==> src/rtl/spi_stream_pkg.sv <==
package spi_stream_pkg;

    typedef enum logic [2:0] {
        ST_IDLE  = 3'd0,
        ST_SHIFT = 3'd1,
        ST_TAIL  = 3'd2,
        ST_GAP   = 3'd3,
        ST_GUARD = 3'd4
    } spi_state_e;

endpackage

==> src/rtl/spi_half_div.sv <==
module spi_half_div #(
    parameter int HALF = 5
) (
    input  logic clk,
    input  logic rst,
    input  logic en,
    output logic tick
);
    localparam int DIV_W = (HALF > 1) ? $clog2(HALF) : 1;
    localparam logic [DIV_W-1:0] TOP = DIV_W'(HALF - 1);

    logic [DIV_W-1:0] cnt_q;

    always_ff @(posedge clk) begin
        if (rst || !en) begin
            cnt_q <= '0;
        end else if (cnt_q == TOP) begin
            cnt_q <= '0;
        end else begin
            cnt_q <= cnt_q + 1'b1;
        end
    end

    assign tick = en && (cnt_q == TOP);

endmodule

==> src/rtl/spi_word_shifter.sv <==
module spi_word_shifter #(
    parameter int WORD_W = 8
) (
    input  logic              clk,
    input  logic              rst,
    input  logic              load,
    input  logic [WORD_W-1:0] load_word,
    input  logic              shift,
    input  logic              sample,
    input  logic              final_s,
    input  logic              miso,
    output logic              mosi,
    output logic [WORD_W-1:0] rx_word
);
    logic [WORD_W-1:0] tx_q;
    logic [WORD_W-1:0] rx_q;
    logic [WORD_W-1:0] out_q;

    always_ff @(posedge clk) begin
        if (rst) begin
            tx_q <= '0;
        end else if (load) begin
            tx_q <= load_word;
        end else if (shift) begin
            tx_q <= {tx_q[WORD_W-2:0], 1'b0};
        end
    end

    always_ff @(posedge clk) begin
        if (rst) begin
            rx_q  <= '0;
            out_q <= '0;
        end else begin
            if (sample) begin
                rx_q <= {rx_q[WORD_W-2:0], miso};
            end
            if (final_s) begin
                out_q <= {rx_q[WORD_W-2:0], miso};
            end
        end
    end

    assign mosi    = tx_q[WORD_W-1];
    assign rx_word = out_q;

endmodule

==> src/rtl/spi_cs_decode.sv <==
module spi_cs_decode #(
    parameter int N_TGT  = 1,
    parameter int ADDR_W = 1
) (
    input  logic              clk,
    input  logic              rst,
    input  logic              latch,
    input  logic [ADDR_W-1:0] addr_i,
    input  logic              active_d,
    output logic [N_TGT-1:0]  cs_n
);
    logic [ADDR_W-1:0] sel_q;
    logic [ADDR_W-1:0] sel_d;

    assign sel_d = latch ? addr_i : sel_q;

    always_ff @(posedge clk) begin
        if (rst) begin
            sel_q <= '0;
        end else begin
            sel_q <= sel_d;
        end
    end

    for (genvar i = 0; i < N_TGT; i++) begin : g_line
        always_ff @(posedge clk) begin
            if (rst) begin
                cs_n[i] <= 1'b1;
            end else begin
                cs_n[i] <= !(active_d && (sel_d == ADDR_W'(i)));
            end
        end
    end

endmodule

==> src/rtl/spi_stream_master.sv <==
module spi_stream_master
    import spi_stream_pkg::*;
#(
    parameter int SYS_HZ = 50_000_000,
    parameter int SER_HZ = 5_000_000,
    parameter int WORD_W = 8,
    parameter int N_TGT  = 1,
    parameter int ADDR_W = (N_TGT > 1) ? $clog2(N_TGT) : 1
) (
    input  logic              clk,
    input  logic              rst,
    output logic              sclk_o,
    output logic [N_TGT-1:0]  cs_n_o,
    output logic              mosi_o,
    input  logic              miso_i,
    input  logic [ADDR_W-1:0] tx_addr_i,
    input  logic [WORD_W-1:0] tx_data_i,
    input  logic              tx_last_i,
    input  logic              tx_valid_i,
    output logic              tx_ready_o,
    output logic [WORD_W-1:0] rx_data_o,
    output logic              rx_valid_o
);
    localparam int HALF  = SYS_HZ / (2 * SER_HZ);
    localparam int CNT_W = $clog2(WORD_W + 1);
    localparam logic [CNT_W-1:0] LAST_BIT = CNT_W'(WORD_W);

    spi_state_e       state_q;
    spi_state_e       state_d;
    logic             tick;
    logic             div_en;
    logic             rdy;
    logic             accept;
    logic             sample;
    logic             shift;
    logic             final_s;
    logic             sclk_q;
    logic             last_q;
    logic             vld_q;
    logic [CNT_W-1:0] bit_cnt_q;
    logic             active_d;
    logic             latch_addr;

    // state register
    always_ff @(posedge clk) begin
        if (rst) begin
            state_q <= ST_IDLE;
        end else begin
            state_q <= state_d;
        end
    end

    // next-state logic
    always_comb begin
        state_d = state_q;
        unique case (state_q)
            ST_IDLE: begin
                if (accept) state_d = ST_SHIFT;
            end
            ST_SHIFT: begin
                if (tick && sclk_q && (bit_cnt_q == LAST_BIT)) begin
                    state_d = last_q ? ST_TAIL : ST_GAP;
                end
            end
            ST_TAIL: begin
                if (tick) state_d = ST_GUARD;
            end
            ST_GUARD: begin
                if (tick) state_d = ST_IDLE;
            end
            ST_GAP: begin
                if (accept) state_d = ST_SHIFT;
            end
            default: state_d = ST_IDLE;
        endcase
    end

    // per-state outputs and strobes
    always_comb begin
        rdy     = 1'b0;
        div_en  = 1'b0;
        sample  = 1'b0;
        shift   = 1'b0;
        final_s = 1'b0;
        unique case (state_q)
            ST_IDLE, ST_GAP: begin
                rdy = 1'b1;
            end
            ST_SHIFT: begin
                div_en  = 1'b1;
                sample  = tick && !sclk_q;
                final_s = tick && !sclk_q && (bit_cnt_q == LAST_BIT - 1'b1);
                shift   = tick && sclk_q && (bit_cnt_q != LAST_BIT);
            end
            ST_TAIL, ST_GUARD: begin
                div_en = 1'b1;
            end
            default: ;
        endcase
    end

    assign accept     = tx_valid_i && rdy;
    assign latch_addr = accept && (state_q == ST_IDLE);
    assign active_d   = (state_d == ST_SHIFT) || (state_d == ST_TAIL) || (state_d == ST_GAP);

    // serial clock, bit count, burst flag, strobe
    always_ff @(posedge clk) begin
        if (rst) begin
            sclk_q    <= 1'b0;
            bit_cnt_q <= '0;
            last_q    <= 1'b0;
            vld_q     <= 1'b0;
        end else begin
            vld_q <= final_s;
            if (accept) begin
                last_q    <= tx_last_i;
                bit_cnt_q <= '0;
            end
            if (sample) begin
                sclk_q    <= 1'b1;
                bit_cnt_q <= bit_cnt_q + 1'b1;
            end else if ((state_q == ST_SHIFT) && tick && sclk_q) begin
                sclk_q <= 1'b0;
            end
        end
    end

    spi_half_div #(
        .HALF (HALF)
    ) u_div (
        .clk  (clk),
        .rst  (rst),
        .en   (div_en),
        .tick (tick)
    );

    spi_word_shifter #(
        .WORD_W (WORD_W)
    ) u_shift (
        .clk       (clk),
        .rst       (rst),
        .load      (accept),
        .load_word (tx_data_i),
        .shift     (shift),
        .sample    (sample),
        .final_s   (final_s),
        .miso      (miso_i),
        .mosi      (mosi_o),
        .rx_word   (rx_data_o)
    );

    spi_cs_decode #(
        .N_TGT  (N_TGT),
        .ADDR_W (ADDR_W)
    ) u_cs (
        .clk      (clk),
        .rst      (rst),
        .latch    (latch_addr),
        .addr_i   (tx_addr_i),
        .active_d (active_d),
        .cs_n     (cs_n_o)
    );

    assign sclk_o     = sclk_q;
    assign tx_ready_o = rdy;
    assign rx_valid_o = vld_q;

endmodule

==> config.mk <==
export PLATFORM = sky130hd
export DESIGN_NAME = spi_stream_master
export DESIGN_NICKNAME = d
export VERILOG_FILES = /design/src/rtl/spi_stream_pkg.sv /design/src/rtl/spi_half_div.sv /design/src/rtl/spi_word_shifter.sv /design/src/rtl/spi_cs_decode.sv /design/src/rtl/spi_stream_master.sv
export SDC_FILE = /design/constraint.sdc
export NUM_CORES = 1
export LEC_CHECK = 0
export BUFFER_PORTS_ARGS = -buffer_cell sky130_fd_sc_hd__buf_4
export CAP_MARGIN = 25
export CORE_UTILIZATION = 35
export CTS_BUF_LIST = sky130_fd_sc_hd__clkbuf_16
export DETAILED_ROUTE_END_ITERATION = 8
export MAX_ROUTING_LAYER = met4
export SYNTH_ARGS = -nofsm -noshare
export SYNTH_HDL_FRONTEND = slang
export SYNTH_SLANG_ARGS = --single-unit
export TNS_END_PERCENT = 30
==> constraint.sdc <==
create_clock -name clk -period 2 [get_ports clk]
set_input_delay 0.3 -clock clk [delete_from_list [all_inputs] [get_ports clk]]
set_output_delay 0.3 -clock clk [all_outputs]
set_load 0.01 [all_outputs]
==> summary.md, run 1 <==
| Metric | Value |
|---|---|
| Post-Syn Nets | 201 |
| Core Area | 4440 µm² |
| CP Cell Sequence | inv_1 -> ha_1 -> and3b_2 -> or4b_4 -> mux2i_1 -> a211oi_1 |
| Metal2 WL | 1360 µm |
| Netlist cell types | 35 |
| Hold depth | 3 |
| # clock sinks | 38 |
| Placed cell areas | 1860 µm² |
| Worst hold start | tx_last_i |
| Crit Path Category | reg2reg |
| Vias per inst | 4.95 |
| Nature of the critical path startpoint | flop |
| Initial antenna violation count | 0 |
| Post-synth ARST share | 0% |
| WL met1 | 1440 µm |
| First-pass GRT wire length | 5150 µm |
| Setup crit end kind | flop |
| Final Hold Violating Endpoints | 0 |
| Max_cap viols | 0 |
| Most frequently used flop master after synthesis | dfxtp_1 |
| Initial Utilization | 37.1% |
| P_leak | 0.898 nW |
| Critical-path cell with the highest stage delay | or4b_4 |
| Post-synth EDFFs | 0 |
| I/O Buffers | 26 |
| FP Rows | 24 |
| Metal3 WL | 116 µm |
| CTS tree | built |
| CP delay by family, top | simple AND/OR/NAND/NOR gates |
| TritonRoute pass-1 iters | 6 |
| Worst r2r src | bit_cnt_q[1] |
| Routed via count | 1293 |
| Slew Limit Fails | 0 |
| Hold EP | last_q |
| WL per Instance | 11.4 µm |
| Clk slew on worst S/H paths | 0.05 ns |
| GRT Total Usage | 13.7% |
| Hold Path Class | in2reg |
| Critical Path RT | 2.20 ns |
| Max-slew headroom | 73.0% |
| Power Density | 809 nW/µm² |
| Final WL | 2970 µm |
| Area taken by multi-input logic gates | 792 µm² |
| CTS buffer count | 5 |
| Share of layout cells above drive strength 1 | 21.1% |
| Least-Margin Pin Slew | 0.404 ns |
| Reg2reg end | u_shift.tx_q[2] |
| Worst R2R Path Depth | 6 |
| H-tree depth | 2 |
| HPWL after DPL | 2050 µm |
| Sequential Area | 762 µm² |
| CTS max path bufs | 2 |
| RSZ-0062 raised after global routing | no |
| VDD IR-drop max | 0.482 mV |
| Uppermost routed layer | met4 |
| Die area | 4990 µm² |
| Area growth from synthesis to layout | 21.9% |
| Die height | 70.6 µm |
| Flops & latches, synth | 38 |
| Synth Warn # | 0 |
| Final routed DRC violation total | 2 |
| Largest net degree at the start of global routing | 37 |
| R2R Setup Slk | 0.16 ns |
| Slowest Stage Delay on Critical Path | 0.61 ns |
| Initial DRC Count | 63 |
| Post-route cell area | 2010 µm² |
| Gp weighted congestion | 0.742 |
| Netlist Area Pre-Place | 1650 µm² |
| Clk Latency, worst-skew pair | 0.28 ns |
| # setup viols final | 0 |
| Failing checks | design-rule violations |
| Vias in the first global route | 1233 |
| CP Data Arrival Time | 2.04 ns |
| Setup_tns | 0 ns |
| ANT cells | 0 |
| GR Overflow Total | 0 |
| Seq/Total Area, Yosys | 46.2% |
| Worst clock skew | 0.00361 ns |
| Syn avg cell area | 9.00 µm² |
| ANT nets after route | 0 |
| DIE WIDTH | 70.6 µm |
| Final Net Count | 226 |
| Hold_buf cts | 0 |
| Period utilization | 92.2% |
| Min Hold Slack | 0.274 ns |
| Fill count | 459 |
| Fmax | 542 MHz |
| Status | finished with violations |
| CTS root buffer | clkbuf_16 |
| Post-synthesis cell count | 183 |
| Worst-path maximum fanout | 8 |
| Fin crit period | 1.84 ns |
| Crit path buf inv count | 1 |
| IO Pins | 27 |
## final cells by class
type | instances | share of cell area, %
multi-input cells | 126 | 39.4
flip-flops and latches | 38 | 37.9
repair buffers | 30 | 11.2
clock buffers | 5 | 6.23
well taps | 52 | 3.24
inverters | 7 | 1.31
clock inverters | 3 | 0.623
## worst min-delay path: stages
cell and delay (ns):
buf_4 0.11, nand2_1 0.05, a21oi_1 0.05
## registers in the layout (all words and copies together) (netlist names)
signal / count
bit_cnt_q: 4
last_q: 1
rx_valid_o: 1
sclk_o: 1
state_q: 3
u_cs.cs_n: 1
u_cs.sel_q: 1
u_div.cnt_q: 3
u_shift.rx_q: 7
u_shift.rx_word: 8
u_shift.tx_q: 8
## stage by stage
step | setup WS, ns | instances | utilization (%) | total power [mW]
floorplan | 0.214 | 183 | - | 0.864
global placement | 0.153 | 253 | 41.9 | 0.900
detailed placement | 0.132 | 253 | 41.9 | 0.901
CTS | 0.124 | 261 | 45.0 | 1.64
global route | 0.0465 | 261 | 45.2 | 1.69
finish | 0.156 | 261 | 45.2 | 1.63
## metal layers
layer / up-vias / global-route usage (%)
met4: 0 / 8.67
met1: 597 / 14.9
met3: 5 / 4.13
met2: 15 / 22.1
li1: 676 / -
met5: - / -
## kinds of logic (layout without fill, tap and decap cells)
group	count (synthesis)	in the layout	synth area share [%]
compound gates	33	33	12.2
mux	16	16	9.72
fa+ha+maj	4	4	3.04
xor+xnor	3	3	1.59
flops	38	38	46.2
buf+inv	19	45	6.07
simple gates	70	70	21.2
## cell usage after synthesis (all sizes together) (2+ instances only)
library cell  number  area [µm²]
xor2               2        17.5
inv                7        26.3
o21ai              3        15.0
dfxtp             38         761
a211oi             8        60.1
a21oi             16        80.1
clkbuf             6        32.5
nand3              7        35.0
nand4b             2        32.5
ha                 4        50.1
nor2              24        90.1
nand2b             2        12.5
buf                6        41.3
nand2             24        90.1
mux2i             16         160
o211ai             2        15.0
nor3               2        10.0
## repair_timing
item | in CTS | in global routing
endpoints found under the setup margin | 0 | 1
gates resized for setup | 0 | 2
buffers inserted | 0 | 0
## how the worst max path moves through the flow
stage,start,endpoint,slack (ns),depth (start not counted)
after floorplan,bit_cnt_q[0],u_shift.tx_q[7],0.21,7
after global placement,bit_cnt_q[0],u_shift.tx_q[2],0.15,6
after detailed placement,bit_cnt_q[0],u_shift.tx_q[5],0.13,6
after CTS,bit_cnt_q[0],u_shift.tx_q[4],0.12,6
after global routing,bit_cnt_q[1],u_shift.tx_q[7],0.05,6
final,bit_cnt_q[1],u_shift.tx_q[2],0.16,6
## power breakdown
| part | switching (mW) | internal [mW] | total, mW | leakage, nW |
|---|---|---|---|---|
| logic | 0.0504 | 0.0462 | 0.0967 | 0.516 |
| registers | 0.0102 | 0.777 | 0.787 | 0.309 |
| clock network | 0.291 | 0.450 | 0.741 | 0.0724 |
| total | 0.352 | 1.27 | 1.63 | 0.898 |
## cells in the final DEF (no fill, tap or decap), types with 3 or more instances in the layout
cell       synthesis  final
nand3_1            7      7
ha_1               4      4
dfxtp_1           38     37
o21ai_0            3      3
clkbuf_16          0      5
nand2_1           24     24
nor2_1            24     24
buf_4              0     30
mux2i_1           16     16
inv_1              7      8
a21oi_1           16     16
a211oi_1           8      7
Power figures use the tool's default switching activity.
==> run 2, diff against run 1 <==
- RECOVER_POWER: unset -> 50
==> run 2 against run 1 <==
Net effect: critical path type unchanged; the run still ends with design-rule violations left; clock power is essentially flat; cell count is the same; total power shrank 0.22%; via count shrank 0.70%.
==> summary.md, run 2 (synthesized netlist as in run 1, its figures left out) <==
| Metric | Value |
|---|---|
| DP Worst Slack | 0.132 ns |
| Status | finished with violations |
| # setup viols final | 0 |
| # clock sinks | 38 |
| Hold Path Class | in2reg |
| Metal3 WL | 117 µm |
| Setup bufs post-CTS | 0 |
| CP endpoint | u_shift.tx_q[2] |
| Final Net Count | 226 |
| Leading cell types in the layout, fill and taps excluded | dfxtp_1, nor2_1, nand2_1 |
| CTS tree | built |
| Post-layout util | 44.0% |
| Worst-path maximum fanout | 8 |
| Max_cap viols | 0 |
| IO Pins | 27 |
| Routed via count | 1284 |
| Failing checks | design-rule violations |
| Final WL | 2970 µm |
| Gp weighted congestion | 0.742 |
| ANT cells | 0 |
| Final routed DRC violation total | 2 |
| Uppermost routed layer | met4 |
| Worst r2r src | bit_cnt_q[1] |
| Die area | 4990 µm² |
| First-pass GRT wire length | 5150 µm |
| Metal2 WL | 1350 µm |
| Min Hold Slack | 0.274 ns |
| HPWL after DPL | 2050 µm |
| CTS max path bufs | 2 |
| Die height | 70.6 µm |
| Initial antenna violation count | 0 |
| Crit Path Category | reg2reg |
| Area growth from synthesis to layout | 18.6% |
| CP Data Arrival Time | 2.04 ns |
| Most common cell after layout, fill and taps aside | dfxtp_1 |
| Max-slew headroom | 73.0% |
| Critical Path RT | 2.20 ns |
| Core Area | 4440 µm² |
| CTS root buffer | clkbuf_16 |
| Initial Utilization | 37.1% |
| H-tree depth | 2 |
| Fmax | 542 MHz |
| Clk Latency, worst-skew pair | 0.28 ns |
| Initial DRC Count | 66 |
| P_leak | 0.842 nW |
| Worst R2R Path Depth | 6 |
| Final WS setup | 0.156 ns |
| CTS buffer count | 5 |
| Vias per inst | 4.92 |
| Largest net degree at the start of global routing | 37 |
| Slew Limit Fails | 0 |
| DIE WIDTH | 70.6 µm |
| GR Overflow Total | 0 |
| Vias in the first global route | 1233 |
| R2R Setup Slk | 0.16 ns |
| VDD IR-drop max | 0.482 mV |
| Clk slew on worst S/H paths | 0.05 ns |
| Setup crit end kind | flop |
| TritonRoute pass-1 iters | 6 |
| WL per Instance | 11.4 µm |
| Nature of the critical path startpoint | flop |
| Power Density | 830 nW/µm² |
| Fin crit period | 1.84 ns |
| Setup_tns | 0 ns |
| Period utilization | 92.2% |
| FP Rows | 24 |
| I/O Buffers | 26 |
| ANT nets after route | 0 |
| GRT Total Usage | 13.7% |
| Worst clock skew | 0.00374 ns |
| Reg2reg end | u_shift.tx_q[2] |
| Critical path launch point | bit_cnt_q[1] |
| Share of layout cells above drive strength 1 | 13.9% |
| Final Hold Violating Endpoints | 0 |
| Least-Margin Pin Slew | 0.404 ns |
| RSZ-0062 raised after global routing | no |
| Hold_buf cts | 0 |
| Cts repair resizes | 0 |
| WL met1 | 1450 µm |
run 2: cell types whose count changed in the layout (fill, tap and decap cells not counted), sizes merged:
cell and change:
buf -14, clkbuf +14
run 2: worst max-delay path, cell delays in order (launching register included):
cell and delay, ns:
dfxtp_1 0.36, inv_1 0.05, ha_1 0.16, and3b_2 0.20, or4b_4 0.61, mux2i_1 0.16
a211oi_1 0.21
run 2: stage by stage:
stage	cells	instance area, µm²	power, mW
after floorplan	183	1650	0.864
after global placement	253	1860	0.900
after detailed placement	253	1860	0.901
after CTS	261	2000	1.64
after global routing	261	1950	1.69
final	261	1950	1.62
run 2: worst min-delay path by stage:
| stage | slack [ns] | startpoint | to | cells after the start |
|---|---|---|---|---|
| final | 0.27 | tx_last_i | last_q | 3 |
| after floorplan | 0.42 | u_div.cnt_q[0] | u_div.cnt_q[0] | 1 |
| after global placement | 0.43 | u_div.cnt_q[0] | u_div.cnt_q[0] | 1 |
| after detailed placement | 0.44 | u_div.cnt_q[0] | u_div.cnt_q[0] | 1 |
| after CTS | 0.27 | miso_i | u_shift.rx_q[0] | 3 |
| after global routing | 0.28 | tx_data_i[0] | u_shift.tx_q[0] | 3 |
run 2: cell type report:
type                            count  area (µm²)
Multi-Input combinational cell    126         791
Sequential cell                    38         762
Clock buffer                        5         125
Timing Repair Buffer               30         173
Tap cell                           52        65.1
Inverter                            7        26.3
Fill cell                         479        2490
Clock inverter                      3        12.5
run 2: power breakdown:
group          total (mW)  internal [mW]  switching (mW)
Sequential          0.787          0.777          0.0101
Clock               0.742          0.450           0.292
Combinational      0.0929         0.0424          0.0505
run 2: layer usage:
metal / up-vias / GRT usage [%]
met5: - / -
met4: 0 / 8.67
met3: 5 / 4.13
met2: 15 / 22.1
met1: 586 / 14.9
li1: 678 / -
